## config.mk

```make
export PLATFORM = sky130hd
export DESIGN_NAME = apm_smi_dispatch
export DESIGN_NICKNAME = d
export VERILOG_FILES = /design/src/rtl/apm_smi_pkg.sv /design/src/rtl/apm_cfg_window.sv /design/src/rtl/apm_cmd_decode.sv /design/src/rtl/apm_mode_ctl.sv /design/src/rtl/apm_smi_dispatch.sv
export SDC_FILE = /design/constraint.sdc
export NUM_CORES = 1
export LEC_CHECK = 0
export CORE_MARGIN = 2
export CORE_UTILIZATION = 42
export CTS_CLUSTER_SIZE = 28
export DETAILED_ROUTE_END_ITERATION = 12
export PLACE_DENSITY_LB_ADDON = 0.15
export SLEW_MARGIN = 5
export SYNTH_ARGS = -nofsm -noshare
export SYNTH_HDL_FRONTEND = slang
export SYNTH_SLANG_ARGS = --single-unit
```

## constraint.sdc

```tcl
create_clock -name clk -period 2.25 [get_ports clk]
set_clock_uncertainty 0.1 [all_clocks]
set_input_delay 0.45 -clock clk [delete_from_list [all_inputs] [get_ports clk]]
set_output_delay 0.45 -clock clk [all_outputs]
set_load 0.02 [all_outputs]
```

## src/rtl/apm_smi_pkg.sv

```systemverilog
// Package: shared constants for the APM command dispatcher.
// Assumes 8-bit command and window bytes.
package apm_smi_pkg;
    localparam int unsigned BYTE_W       = 8;
    localparam logic [7:0]  CMD_ACPI_ON  = 8'hF1;
    localparam logic [7:0]  CMD_ACPI_OFF = 8'hF0;
    localparam logic [7:0]  GATE_RST_VAL = 8'h02;

    // Classification of one control-port write.
    typedef enum logic [1:0] {
        CMD_NONE = 2'd0,
        CMD_ON   = 2'd1,
        CMD_OFF  = 2'd2,
        CMD_SVC  = 2'd3
    } apm_cmd_e;
endpackage

```

## src/rtl/apm_cfg_window.sv

```systemverilog
// Module: small byte-addressed configuration window.
// Holds CFG_BYTES bytes starting at offset CFG_BASE. Writes outside the
// window are dropped and reads outside it return zero. One byte (GATE_IDX)
// resets to GATE_RST when no management-mode handler is strapped present.
// Assumes writes are one byte wide and the window lies inside the offset range.
module apm_cfg_window #(
    parameter int unsigned ADDR_W    = 8,
    parameter int unsigned DATA_W    = 8,
    parameter int unsigned CFG_BASE  = 'h58,
    parameter int unsigned CFG_BYTES = 4,
    parameter int unsigned GATE_IDX  = 3,
    parameter int unsigned GATE_BIT  = 1,
    parameter logic [DATA_W-1:0] GATE_RST = 'h02
) (
    input  logic              clk,
    input  logic              rst_n,
    input  logic              smm_present_i,
    input  logic              wr_i,
    input  logic [ADDR_W-1:0] waddr_i,
    input  logic [DATA_W-1:0] wdata_i,
    input  logic [ADDR_W-1:0] raddr_i,
    output logic [DATA_W-1:0] rdata_o,
    output logic              gate_o
);
    localparam int unsigned IDX_W = (CFG_BYTES > 1) ? $clog2(CFG_BYTES) : 1;
    localparam logic [ADDR_W-1:0] BASE_A = ADDR_W'(CFG_BASE);
    localparam logic [ADDR_W-1:0] LAST_A = ADDR_W'(CFG_BASE + CFG_BYTES - 1);

    logic [DATA_W-1:0] bytes_q [CFG_BYTES];
    logic              w_hit, r_hit;
    logic [ADDR_W-1:0] w_off, r_off;
    logic [IDX_W-1:0]  w_idx, r_idx;

    // Decode write and read offsets against the window.
    always_comb begin
        w_hit = (waddr_i >= BASE_A) && (waddr_i <= LAST_A);
        r_hit = (raddr_i >= BASE_A) && (raddr_i <= LAST_A);
        w_off = waddr_i - BASE_A;
        r_off = raddr_i - BASE_A;
        w_idx = w_off[IDX_W-1:0];
        r_idx = r_off[IDX_W-1:0];
    end

    for (genvar i = 0; i < CFG_BYTES; i++) begin : g_byte
        localparam bit IS_GATE = (i == GATE_IDX);
        // Per-byte storage with strap-dependent reset value.
        always_ff @(posedge clk) begin
            if (!rst_n) begin
                bytes_q[i] <= (IS_GATE && !smm_present_i) ? GATE_RST : '0;
            end else if (wr_i && w_hit && (w_idx == IDX_W'(i))) begin
                bytes_q[i] <= wdata_i;
            end
        end
    end

    // Read mux; zero outside the window.
    always_comb begin
        rdata_o = r_hit ? bytes_q[r_idx] : '0;
    end

    assign gate_o = bytes_q[GATE_IDX][GATE_BIT];
endmodule

```

## src/rtl/apm_cmd_decode.sv

```systemverilog
// Module: classifies a control-port write into mode switch or service request.
// Purely combinational; assumes the strobe is valid for one cycle per byte.
module apm_cmd_decode
    import apm_smi_pkg::*;
#(
    parameter logic [7:0] CODE_ON  = CMD_ACPI_ON,
    parameter logic [7:0] CODE_OFF = CMD_ACPI_OFF
) (
    input  logic       wr_i,
    input  logic [7:0] data_i,
    output apm_cmd_e   cmd_o
);
    // Map the written byte to a command class.
    always_comb begin
        if (!wr_i)                 cmd_o = CMD_NONE;
        else if (data_i == CODE_ON)  cmd_o = CMD_ON;
        else if (data_i == CODE_OFF) cmd_o = CMD_OFF;
        else                         cmd_o = CMD_SVC;
    end
endmodule

```

## src/rtl/apm_mode_ctl.sv

```systemverilog
// Module: holds the SCI enable flag and issues the registered SMI pulse.
// A service command pulses the request for one cycle when gated open and
// the line is wired. Assumes the decoder presents at most one command a cycle.
module apm_mode_ctl
    import apm_smi_pkg::*;
(
    input  logic     clk,
    input  logic     rst_n,
    input  apm_cmd_e cmd_i,
    input  logic     gate_i,
    input  logic     wired_i,
    output logic     sci_en_o,
    output logic     smi_req_o
);
    // Mode flag update on the two switch codes.
    always_ff @(posedge clk) begin
        if (!rst_n)               sci_en_o <= 1'b0;
        else if (cmd_i == CMD_ON)  sci_en_o <= 1'b1;
        else if (cmd_i == CMD_OFF) sci_en_o <= 1'b0;
    end

    // One-cycle SMI request for each qualifying service command.
    always_ff @(posedge clk) begin
        if (!rst_n) smi_req_o <= 1'b0;
        else        smi_req_o <= (cmd_i == CMD_SVC) && gate_i && wired_i;
    end
endmodule

```

## src/rtl/apm_smi_dispatch.sv

```systemverilog
// Module: top of the APM command port dispatcher.
// Ties the command decoder, the mode/SMI controller and the configuration
// window together. Assumes a single clock and synchronous active-low reset.
module apm_smi_dispatch
    import apm_smi_pkg::*;
#(
    parameter int unsigned ADDR_W    = 8,
    parameter int unsigned CFG_BASE  = 'h58,
    parameter int unsigned CFG_BYTES = 4,
    parameter int unsigned GATE_IDX  = 3,
    parameter int unsigned GATE_BIT  = 1,
    parameter logic [7:0]  CODE_ON   = CMD_ACPI_ON,
    parameter logic [7:0]  CODE_OFF  = CMD_ACPI_OFF
) (
    input  logic              clk,
    input  logic              rst_n,
    input  logic              smm_present_i,
    input  logic              smi_wired_i,
    input  logic              apm_wr_i,
    input  logic [7:0]        apm_data_i,
    input  logic              cfg_wr_i,
    input  logic [ADDR_W-1:0] cfg_waddr_i,
    input  logic [7:0]        cfg_wdata_i,
    input  logic [ADDR_W-1:0] cfg_raddr_i,
    output logic [7:0]        cfg_rdata_o,
    output logic              sci_en_o,
    output logic              smi_req_o
);
    apm_cmd_e cmd;
    logic     smi_gate;

    apm_cmd_decode #(
        .CODE_ON (CODE_ON),
        .CODE_OFF(CODE_OFF)
    ) u_dec (
        .wr_i  (apm_wr_i),
        .data_i(apm_data_i),
        .cmd_o (cmd)
    );

    apm_cfg_window #(
        .ADDR_W   (ADDR_W),
        .DATA_W   (BYTE_W),
        .CFG_BASE (CFG_BASE),
        .CFG_BYTES(CFG_BYTES),
        .GATE_IDX (GATE_IDX),
        .GATE_BIT (GATE_BIT),
        .GATE_RST (GATE_RST_VAL)
    ) u_cfg (
        .clk          (clk),
        .rst_n        (rst_n),
        .smm_present_i(smm_present_i),
        .wr_i         (cfg_wr_i),
        .waddr_i      (cfg_waddr_i),
        .wdata_i      (cfg_wdata_i),
        .raddr_i      (cfg_raddr_i),
        .rdata_o      (cfg_rdata_o),
        .gate_o       (smi_gate)
    );

    apm_mode_ctl u_ctl (
        .clk      (clk),
        .rst_n    (rst_n),
        .cmd_i    (cmd),
        .gate_i   (smi_gate),
        .wired_i  (smi_wired_i),
        .sci_en_o (sci_en_o),
        .smi_req_o(smi_req_o)
    );
endmodule

```

==> impl_metrics.toml <==
[power]
clockPowerShare = 0.318
internal_power_summed_over_all_cells_uw = 1040
ir_drop_v = 0.000351
power.static_leakage_uw = 0.000947
total_power_uw = 1310
power_per_cell_area_nw_per_um2 = 533
netSwitchingPower_uw = 268
power_switching_share = 0.205
pwr-share-seq = 0.556
comb_power_share = 0.126

[synthesis]
synth-edff-count = 32
async_reset_ff_frac = 0
yosys.area.top_type = "sky130_fd_sc_hd__edfxtp_1"
synth_top_cell_area_share = 0.572
synth_warnings = 0
postSynthAreaPerCell_um2 = 14.6
synth.cell_area_um2 = 1680
share_of_synthesized_area_occupied_by_flip_flops_and_latches = 0.596
post_synth_main_area_contributors = "sky130_fd_sc_hd__edfxtp_1 (57%), sky130_fd_sc_hd__mux4_2 (11%), sky130_fd_sc_hd__and2_1 (10%)"
number_of_cells_produced_by_synthesis = 115
cell_with_the_most_instances_after_synthesis = "sky130_fd_sc_hd__edfxtp_1"
syn_nets = 154
ys_dominant_reg_cell = "sky130_fd_sc_hd__edfxtp_1"
ys_ff_latch = 34
post_synth_num_cell_types = 29
post_synth_most_frequent_cells = "sky130_fd_sc_hd__edfxtp_1 (32), sky130_fd_sc_hd__and2_1 (28), sky130_fd_sc_hd__mux4_2 (8), sky130_fd_sc_hd__nor2b_1 (8)"

[die]
overall_die_height_um = 67.3
floorplan.io_pins = 48
die-width_um = 67.3
core_region_area_um2 = 3740
fp-row-count = 22
design.die.area_um2 = 4520
initial_utilization = 0.449

[layout]
layout.filler_cells = 297
antenna_fix_cells = 0
final_cell_area_um2 = 2460
final_layout_size_suffix_gt1_frac = 0.282
areaGrowthSynthToFinish_pct = 46.2
final_net_count = 226
finalCoreUtilization = 0.656

[detailed_routing]
routed_length_per_instance_um = 14.5
final_wirelength_um = 3430
route.vias.total = 1205
drc = 0
drt_first_pass_iters = 4
drtIter0Drc = 32
drtAntennaViolNets = 0
via_per_inst = 5.11

[placed_design]
place_worst_setup_slack_ps = -595
detailedPlacementHpwl_um = 2670
portBuffers = 47
gp_routability_congestion = 0.743
total_placed_instance_area_um2 = 2380

[cts]
cts_root_buf = "sky130_fd_sc_hd__clkbuf_8"
cts_buffers = 5
htreeDepth = 2
cts_hold_buf = 0
clock-sinks = 34
clock_latency_ps = 280
clk_pin_slew_worst_paths_ps = 60
post-cts-setup-buffers = 0
tritoncts = "yes"
cts_buffer_depth = 2

[job]
drv_cap = 0

[timing]
rsz0062_at_grt = "no"
setup_viol = 0
period_minus_slack_ps = 2190
highest_attainable_clock_frequency_mhz = 457
hold_viol = 0
final_worst_path_period_share = 0.973
maxSlewHeadroom = 0.790
layout_setup_ws_ps = 61.7
finalMaxSlewViolations = 0
worst-slew-pin-transition_ps = 312

[critical_path]
worstRegToRegCells = 1
worstSetupPathType = "input pin to output pin"
worst-endpoint-required_ps = 1700
timing.critical_path.max_delay_family = "buffers and inverters"
critical_path.max_stage_delay_ps = 480
startpoint_class_of_the_critical_path = "input pin"
arrival_ps = 1640
path_depth = 5
crit_path_cell_trace = "dlygate4sd2_1 > buf_12 > mux4_2 > nor2b_2 > buf_4"
critical_path.n_buffers_inverters = 3
worst_setup_path_end_kind = "output pin"
critical_path_peak_fanout = 8
cp_slowest_cell = "sky130_fd_sc_hd__mux4_2"

[worst_hold_path]
worst_hold_path_type = "flop to flop"
worst_hold_path.num_cells = 2

[grt]
grt_max_degree = 11
global_route.usage.total = 0.173
number_of_global_route_vias_before_repair = 1250
grt_pass1_wl_um = 5520
grt_overflow = 0
antenna_found_initial = 0

[outcome]
status = "finished, final reports clean"
worst min-delay path, cell delays in order (launching register included):
cell and delay [ps]:
sky130_fd_sc_hd__dfxtp_1 310, sky130_fd_sc_hd__nand3b_1 80, sky130_fd_sc_hd__o21ai_0 80
stage by stage:
stage               hold slack, ps  setup TNS (ps)  instances
floorplan                      407               0        115
global placement               376           -6770        228
detailed placement             403           -7350        228
CTS                            416               0        236
global route                   439               0        236
finish                         426               0        236
cell families (layout without fill, tap and decap cells):
group	Yosys count	count (layout)	synth area share
mux	9	9	0.113
flops	34	34	0.596
fa+ha+maj	1	1	0.00744
buf+inv	6	79	0.0141
compound gates	7	7	0.0223
simple gates	58	58	0.247
sequential cells by signal, indices dropped and copies added (netlist names):
signal,cells
u_ctl.sci_en_o,1
u_ctl.smi_req_o,1
u_cfg.bytes_q,32
cells in the final DEF (no fill, tap or decap), drive strengths merged, types with 4 or more instances in the layout:
| cell type | netlist | layout |
|---|---|---|
| and2 | 28 | 28 |
| buf | 1 | 28 |
| clkbuf | 1 | 6 |
| clkdlybuf4s50 | 0 | 33 |
| dlymetal6s2s | 0 | 4 |
| edfxtp | 32 | 32 |
| inv | 4 | 4 |
| mux4 | 8 | 8 |
| nor2b | 8 | 8 |
| nor3 | 7 | 7 |
| o21ai | 5 | 5 |
routing by layer:
layer / global-route usage / share of wire
met4: 0.0918 / 0.020
met5: 0 / 0
met1: 0.187 / 0.40
met3: 0.0333 / 0.050
met2: 0.317 / 0.53
final cells by class:
cell class	instances	area, um^2	area share
Multi-Input combinational cell	75	664	0.271
Timing Repair Buffer	67	634	0.258
Clock buffer	6	72.6	0.0295
Tap cell	48	60.1	0.0245
Inverter	4	15.0	0.00611
Clock inverter	2	8.76	0.00357
Sequential cell	34	1000	0.408
final timing paths:
| kind | from | end | slack (ps) |
|---|---|---|---|
| hold reg to reg | u_ctl.sci_en_o | u_ctl.sci_en_o | 430 |
| setup reg to reg | u_cfg.bytes_q[3][1] | u_ctl.smi_req_o | 1450 |
| hold / removal | u_ctl.sci_en_o | u_ctl.sci_en_o | 430 |
| setup / recovery | cfg_raddr_i[0] | cfg_rdata_o[1] | 60 |
power by group through the flow:
stage	combinational, uW	sequential [uW]	clock (uW)
2_1_floorplan	62.5	739	0
3_3_place_gp	164	741	0
3_5_place_dp	168	743	0
4_1_cts	167	729	422
5_1_grt	177	731	445
6_report	165	728	416
repair_timing:
| item | 4_1_cts | 5_1_grt |
|---|---|---|
| setup endpoints to repair | 8 | 8 |
| resized for setup | 40 | 8 |
| pin swaps | 2 | 2 |
| gates cloned | 0 | 0 |
(Power assumes the default switching activity.)
